--- config.mk ---
export PLATFORM = sky130hd
export DESIGN_NAME = spi_cmd_master
export DESIGN_NICKNAME = d
export VERILOG_FILES = /design/src/rtl/spi_cmd_pkg.sv /design/src/rtl/spi_cmd_fifo.sv /design/src/rtl/spi_cmd_engine.sv /design/src/rtl/spi_cmd_master.sv
export SDC_FILE = /design/constraint.sdc
export NUM_CORES = 1
export LEC_CHECK = 0
export ABC_AREA = 1
export ABC_CLOCK_PERIOD_IN_PS = 3900
export BUFFER_PORTS_ARGS = -buffer_cell sky130_fd_sc_hd__buf_2
export CAP_MARGIN = 10
export CELL_PAD_IN_SITES_DETAIL_PLACEMENT = 1
export CELL_PAD_IN_SITES_GLOBAL_PLACEMENT = 1
export CORE_MARGIN = 2
export CORE_UTILIZATION = 35
export DETAILED_ROUTE_END_ITERATION = 16
export PLACE_DENSITY = 0.7
export SLEW_MARGIN = 20
export SYNTH_ARGS = -nofsm -noshare
export SYNTH_HDL_FRONTEND = slang
export SYNTH_SLANG_ARGS = --single-unit
--- constraint.sdc ---
create_clock -name clk -period 3.9 [get_ports clk]
set_input_delay 0.39 -clock clk [delete_from_list [all_inputs] [get_ports clk]]
set_output_delay 0.39 -clock clk [all_outputs]
set_load 0.005 [all_outputs]
--- src/rtl/spi_cmd_pkg.sv ---
package spi_cmd_pkg;
  localparam int SEL_W  = 4;
  localparam int DATA_W = 8;
  localparam int NSS    = 1 << SEL_W;

  typedef enum logic [1:0] {
    OP_WR   = 2'b00,
    OP_RD   = 2'b01,
    OP_RW   = 2'b10,
    OP_NULL = 2'b11
  } op_e;

  typedef struct packed {
    logic [SEL_W-1:0]  sel;
    op_e               op;
    logic [DATA_W-1:0] data;
  } item_t;

  localparam int ITEM_W = $bits(item_t);
endpackage

--- src/rtl/spi_cmd_fifo.sv ---
module spi_cmd_fifo #(
  parameter int DEPTH = 4,
  parameter int W     = 14
) (
  input  logic         clk,
  input  logic         rst,
  input  logic         push,
  input  logic [W-1:0] wdata,
  input  logic         pop,
  output logic [W-1:0] rdata,
  output logic         full,
  output logic         empty
);
  localparam int AW = (DEPTH > 1) ? $clog2(DEPTH) : 1;
  localparam int CW = $clog2(DEPTH + 1);

  logic [W-1:0]  mem [DEPTH];
  logic [AW-1:0] wptr, rptr;
  logic [CW-1:0] cnt;

  always_ff @(posedge clk) begin
    if (push) mem[wptr] <= wdata;
  end

  always_ff @(posedge clk) begin
    if (rst) begin
      wptr <= '0;
      rptr <= '0;
      cnt  <= '0;
    end else begin
      if (push) wptr <= (wptr == AW'(DEPTH - 1)) ? '0 : wptr + AW'(1);
      if (pop)  rptr <= (rptr == AW'(DEPTH - 1)) ? '0 : rptr + AW'(1);
      if (push && !pop)      cnt <= cnt + CW'(1);
      else if (pop && !push) cnt <= cnt - CW'(1);
    end
  end

  assign rdata = mem[rptr];
  assign full  = (cnt == CW'(DEPTH));
  assign empty = (cnt == '0);

  AST_NO_OVERFLOW:  assert property (@(posedge clk) disable iff (rst) push |-> !full);
  AST_NO_UNDERFLOW: assert property (@(posedge clk) disable iff (rst) pop |-> !empty);
endmodule

--- src/rtl/spi_cmd_engine.sv ---
module spi_cmd_engine
  import spi_cmd_pkg::*;
#(
  parameter int CLK_DIV = 5,
  parameter int CPOL    = 0,
  parameter int CPHA    = 0
) (
  input  logic              clk,
  input  logic              rst,
  input  logic              in_valid,
  input  item_t             in_data,
  output logic              in_pop,
  input  logic              out_room,
  output logic              out_push,
  output item_t             out_data,
  output logic              sclk,
  output logic [NSS-1:0]    ss_n,
  output logic              mosi,
  input  logic              miso
);
  localparam int  HI     = CLK_DIV / 2;
  localparam int  LO     = CLK_DIV - HI;
  localparam int  CW     = $clog2(CLK_DIV + 1);
  localparam int  NEDGE  = 2 * DATA_W;
  localparam int  EW     = $clog2(NEDGE + 1);
  localparam bit  IDLE_L = (CPOL != 0);
  localparam bit  CPHA_B = (CPHA != 0);

  typedef enum logic [2:0] {S_IDLE, S_REL, S_START, S_SHIFT, S_DONE} st_e;

  st_e               state;
  item_t             ins;
  logic              act;
  logic [SEL_W-1:0]  act_sel;
  logic [CW-1:0]     cnt;
  logic [EW-1:0]     edges;
  logic [DATA_W-1:0] tx, rx, txb, dbyte;
  logic              sclk_q, mosi_q;
  logic [NSS-1:0]    ss_q;

  function automatic logic [CW-1:0] half_len(input logic lvl);
    return lvl ? CW'(HI) : CW'(LO);
  endfunction

  assign in_pop   = (state == S_IDLE) && in_valid && out_room;
  assign out_push = (state == S_DONE);
  assign txb      = (ins.op == OP_RD) ? '0 : ins.data;

  always_comb begin
    case (ins.op)
      OP_NULL: dbyte = '0;
      OP_WR:   dbyte = ins.data;
      default: dbyte = rx;
    endcase
    out_data = '{sel: ins.sel, op: ins.op, data: dbyte};
  end

  always_ff @(posedge clk) begin
    if (rst) begin
      state   <= S_IDLE;
      ins     <= '{sel: '0, op: OP_NULL, data: '0};
      act     <= 1'b0;
      act_sel <= '0;
      cnt     <= '0;
      edges   <= '0;
      tx      <= '0;
      rx      <= '0;
      sclk_q  <= IDLE_L;
      mosi_q  <= 1'b0;
      ss_q    <= '1;
    end else begin
      case (state)
        S_IDLE: if (in_pop) begin
          ins <= in_data;
          if (in_data.op == OP_NULL || (act && act_sel != in_data.sel)) begin
            state <= S_REL;
            act   <= 1'b0;
            ss_q  <= '1;
            cnt   <= CW'(CLK_DIV - 1);
          end else begin
            state <= S_START;
          end
        end
        S_REL: begin
          if (cnt == '0) state <= (ins.op == OP_NULL) ? S_DONE : S_START;
          else           cnt   <= cnt - CW'(1);
        end
        S_START: begin
          act     <= 1'b1;
          act_sel <= ins.sel;
          ss_q    <= ~(NSS'(1) << ins.sel);
          cnt     <= half_len(IDLE_L);
          edges   <= '0;
          if (CPHA_B) begin
            tx <= txb;
          end else begin
            mosi_q <= txb[DATA_W-1];
            tx     <= txb << 1;
          end
          state <= S_SHIFT;
        end
        S_SHIFT: begin
          if (cnt != '0) begin
            cnt <= cnt - CW'(1);
          end else if (edges == EW'(NEDGE)) begin
            state <= S_DONE;
          end else begin
            sclk_q <= !sclk_q;
            cnt    <= half_len(!sclk_q) - CW'(1);
            edges  <= edges + EW'(1);
            if (edges[0] == CPHA_B) begin
              rx <= {rx[DATA_W-2:0], miso};
            end else begin
              mosi_q <= tx[DATA_W-1];
              tx     <= tx << 1;
            end
          end
        end
        default: state <= S_IDLE;
      endcase
    end
  end

  assign sclk = sclk_q;
  assign ss_n = ss_q;
  assign mosi = mosi_q;

  AST_SS_ONEHOT:  assert property (@(posedge clk) disable iff (rst) $countones(~ss_q) <= 1);
  AST_SS_HELD:    assert property (@(posedge clk) disable iff (rst)
                    (state == S_SHIFT && $past(state == S_SHIFT)) |-> $stable(ss_q));
  AST_SCLK_IDLE:  assert property (@(posedge clk) disable iff (rst)
                    (state == S_IDLE) |-> (sclk_q == IDLE_L));
  AST_PUSH_ROOM:  assert property (@(posedge clk) disable iff (rst) out_push |-> out_room);
  AST_NULL_QUIET: assert property (@(posedge clk) disable iff (rst)
                    (state == S_DONE && ins.op == OP_NULL) |-> (ss_q == '1));
endmodule

--- src/rtl/spi_cmd_master.sv ---
module spi_cmd_master
  import spi_cmd_pkg::*;
#(
  parameter int CLK_DIV  = 5,
  parameter int CPOL     = 0,
  parameter int CPHA     = 0,
  parameter int WR_DEPTH = 4,
  parameter int RD_DEPTH = 4
) (
  input  logic              clk,
  input  logic              rst,
  input  logic [SEL_W-1:0]  cmd_sel,
  input  logic [1:0]        cmd_op,
  input  logic [DATA_W-1:0] cmd_byte,
  input  logic              cmd_valid,
  output logic              cmd_ready,
  output logic              sclk,
  output logic [NSS-1:0]    ss_n,
  output logic              mosi,
  input  logic              miso,
  output logic [SEL_W-1:0]  res_sel,
  output logic [1:0]        res_op,
  output logic [DATA_W-1:0] res_data,
  output logic              res_valid,
  input  logic              res_ready
);
  logic              wf_full, wf_empty, rf_full, rf_empty;
  logic              wf_push, eng_pop, eng_push, rf_pop;
  logic [ITEM_W-1:0] wf_q, rf_q;
  item_t             eng_in, eng_out, res_item;

  assign cmd_ready = !wf_full && !rf_full;
  assign wf_push   = cmd_valid && cmd_ready;
  assign rf_pop    = res_valid && res_ready;

  spi_cmd_fifo #(.DEPTH(WR_DEPTH), .W(ITEM_W)) u_cmd_q (
    .clk(clk), .rst(rst),
    .push(wf_push), .wdata({cmd_sel, cmd_op, cmd_byte}),
    .pop(eng_pop), .rdata(wf_q),
    .full(wf_full), .empty(wf_empty)
  );

  assign eng_in = item_t'(wf_q);

  spi_cmd_engine #(.CLK_DIV(CLK_DIV), .CPOL(CPOL), .CPHA(CPHA)) u_eng (
    .clk(clk), .rst(rst),
    .in_valid(!wf_empty), .in_data(eng_in), .in_pop(eng_pop),
    .out_room(!rf_full), .out_push(eng_push), .out_data(eng_out),
    .sclk(sclk), .ss_n(ss_n), .mosi(mosi), .miso(miso)
  );

  spi_cmd_fifo #(.DEPTH(RD_DEPTH), .W(ITEM_W)) u_res_q (
    .clk(clk), .rst(rst),
    .push(eng_push), .wdata(eng_out),
    .pop(rf_pop), .rdata(rf_q),
    .full(rf_full), .empty(rf_empty)
  );

  assign res_item  = item_t'(rf_q);
  assign res_valid = !rf_empty;
  assign res_sel   = res_item.sel;
  assign res_op    = res_item.op;
  assign res_data  = res_item.data;

  AST_HOLD_RESULT: assert property (@(posedge clk) disable iff (rst)
                     (res_valid && !res_ready) |=> (res_valid && $stable(rf_q)));
endmodule

==> metrics.txt <==
clk root buf clkbuf_16; critical path type reg -> out; Avg WL per Cell 16.2 µm; most common cell after layout, fill and taps aside edfxtp_1; Switching Share 37.1%; power share of the clock group 27.7%; Crit path max-delay family buffers and inverters; CP Max Fanout 29; Worst Setup End Kind output pin; DR vias 5685; area grow syn2layout 14.7%; Final Hold Fails 0; grt total ovfl 0; Mapped Avg Cell Area 10.1 µm²; NetSw 2.53 mW; distinct cell type count after synthesis 38; Worst Hold Slack 0.165 ns; post-DP HPWL 12500 µm; synthesized area 8020 µm²; Final setup viols 0; WP data required 3.51 ns; Starting Density 35.5%; CTS clk-pin slew, worst paths 0.08 ns; # hold bufs at CTS 0; Tmin final 2.82 ns; initial antenna violation count 0; combinational power share 32.1%; PostCTS Resize Cnt 0; DP Cell Count 1113; RSZ-0062 raised after global routing no; Clk Latency, worst-skew pair 0.44 ns; period utilisation layout 72.3%; fmax 355 MHz; outcome finished clean; largest net degree at the start of global routing 63; most frequent cells in the layout edfxtp_1, o21ai_0, nand2_1; count of buffers from port buffering 52; fin. max-slew vios 0; CTS tree yes; number of routed nets with antenna violations 0; placed inst area 8560 µm²; CTS Buffer Depth 2; row count 55; layout cells sized above 1 13.5%; CP max-delay cell clkinv_1; number of global-route vias before repair 5809; Post-Synthesis Cells 797; Tot GR Track Use 16.1%; TritonCTS Buffers 17; placer congestion estimate 0.821; die span in x 155 µm; Hold Crit Class in -> reg; Worst Slack Setup Final 1.08 ns; reg2reg setup slack 1.47 ns; syn_nets 837; Buf+Inv Stages, Crit Path 3; global-route wire length before repair 30400 µm; Post-CTS Repair Setup Buffers 0; critical path launch point type register; Die Y 155 µm; DRT Pass-1 Iters 5; worst-path cell chain buf_4 -> clkinv_1 -> o21ai_0 -> o22ai_1 -> buf_2; fin area 9200 µm²; Slew HR 51.8%; Pint 4.29 mW; setup_tns 0 ns; DR iter-0 viols 256; Die ar. 24100 µm²; Residual DRC 0; vias per cell 4.97; leakage 3.46 nW; sequential power share 40.2%; CP peak stage delay 0.65 ns; yosys warns 0; Core Footprint 22600 µm²; post-layout util 40.8%; Max VDD drop 0.362 mV; worst min-delay path startpoint cmd_byte[6]; Yosys reg bits 193; maxcap violations 0; final wirelength 18500 µm; critical path data arrival time 2.43 ns; minimum setup slack after placement 1.48 ns; H-tree Lvls 4; I/O pin total 53; Overall Power 6.82 mW; Final Skew 0.0116 ns; final non-filler cell total 1145; clock sink count 193; pwr dens 741 nW/µm²; Final #Nets 887; Least-Margin Pin Slew 0.719 ns; # diodes 0; register area share after synthesis 62.1%
layout make-up:
type                            instances  area, µm²
Sequential cell                       193       4980
Inverter                               89        338
Clock inverter                         13        189
Fill cell                            2541      13400
Clock buffer                           19        453
Tap cell                              285        357
Timing Repair Buffer                   64        350
Multi-Input combinational cell        482       2530
cell families (layout without fill, tap and decap cells):
family	count (synthesis)	count (layout)	synth area share [%]
AOI/OAI and AO/OA	199	199	13.6
xor gates and xnor gates	1	1	0.109
adders and majority gates	21	21	3.46
buffers and inverters	122	185	6.32
DFF	193	193	62.1
and+or+nand+nor	261	261	14.4
routing by layer:
metal | vias up | track usage (%) | wire, µm
met4 | 0 | 4.63 | 208
met5 | - | 0 | 0
met3 | 17 | 3.79 | 594
li1 | 2851 | - | -
met1 | 2737 | 21.3 | 8850
met2 | 80 | 26.4 | 8880
registers in the layout, indices dropped and copies added, names as in the netlist, 2 cells and up, named ones only:
signal          cells
u_cmd_q.mem        56
u_eng.edges         5
u_res_q.wptr        2
u_eng.tx            7
u_eng.rx            8
u_res_q.cnt         3
u_cmd_q.cnt         3
u_res_q.mem        56
u_eng.ss_n         16
u_eng.out_data      6
u_eng.act_sel       4
u_cmd_q.rptr        2
u_eng.ins           8
u_eng.state         3
u_eng.cnt           3
u_cmd_q.wptr        2
u_res_q.rptr        2
power by group through the flow:
stage | Clock, mW | Sequential [mW] | Combinational (mW)
6_report | 1.89 | 2.74 | 2.19
3_3_place_gp | 0 | 2.78 | 2.14
4_1_cts | 1.94 | 2.75 | 2.23
3_5_place_dp | 0 | 2.79 | 2.21
2_1_floorplan | 0 | 2.70 | 1.62
5_1_grt | 2.02 | 2.78 | 2.53
worst paths after layout:
| check | end | cells after the start |
|---|---|---|
| worst min-delay path | u_cmd_q.mem[1][6]$_DFFE_PP_ | 1 |
| worst max-delay path | res_sel[3] | 5 |
| worst min register to register | u_eng.rx[7]$_SDFFE_PP0P_ | 2 |
| worst max register to register | u_eng.ss_n[4]$_SDFFE_PP1P_ | 17 |
cell usage after synthesis (all sizes together):
master	instances	area share, %
nand2	92	4.5
nor3b	3	0.28
nand3	64	4.1
a22oi	1	0.094
o22ai	32	2.5
clkinv	3	0.16
a221oi	1	0.11
nor3	12	0.75
clkbuf	21	1.0
a211oi	5	0.53
buf	12	1.1
dfxtp	81	20
o21ai	105	6.6
fa	2	0.50
o31ai	1	0.094
nor2	88	4.6
nand4	1	0.078
ha	19	3.0
xor2	1	0.11
or2	1	0.078
inv	86	4.1
o211a	2	0.25
a21oi	52	3.4
edfxtp	112	42
worst register-to-register path, delay by kind of cell (launching register included):
family        cells  cell delay (ns)
buf+inv           3             0.62
flops             1             0.30
simple gates     14             1.37
No activity file was read; power rests on OpenSTA's default activity.
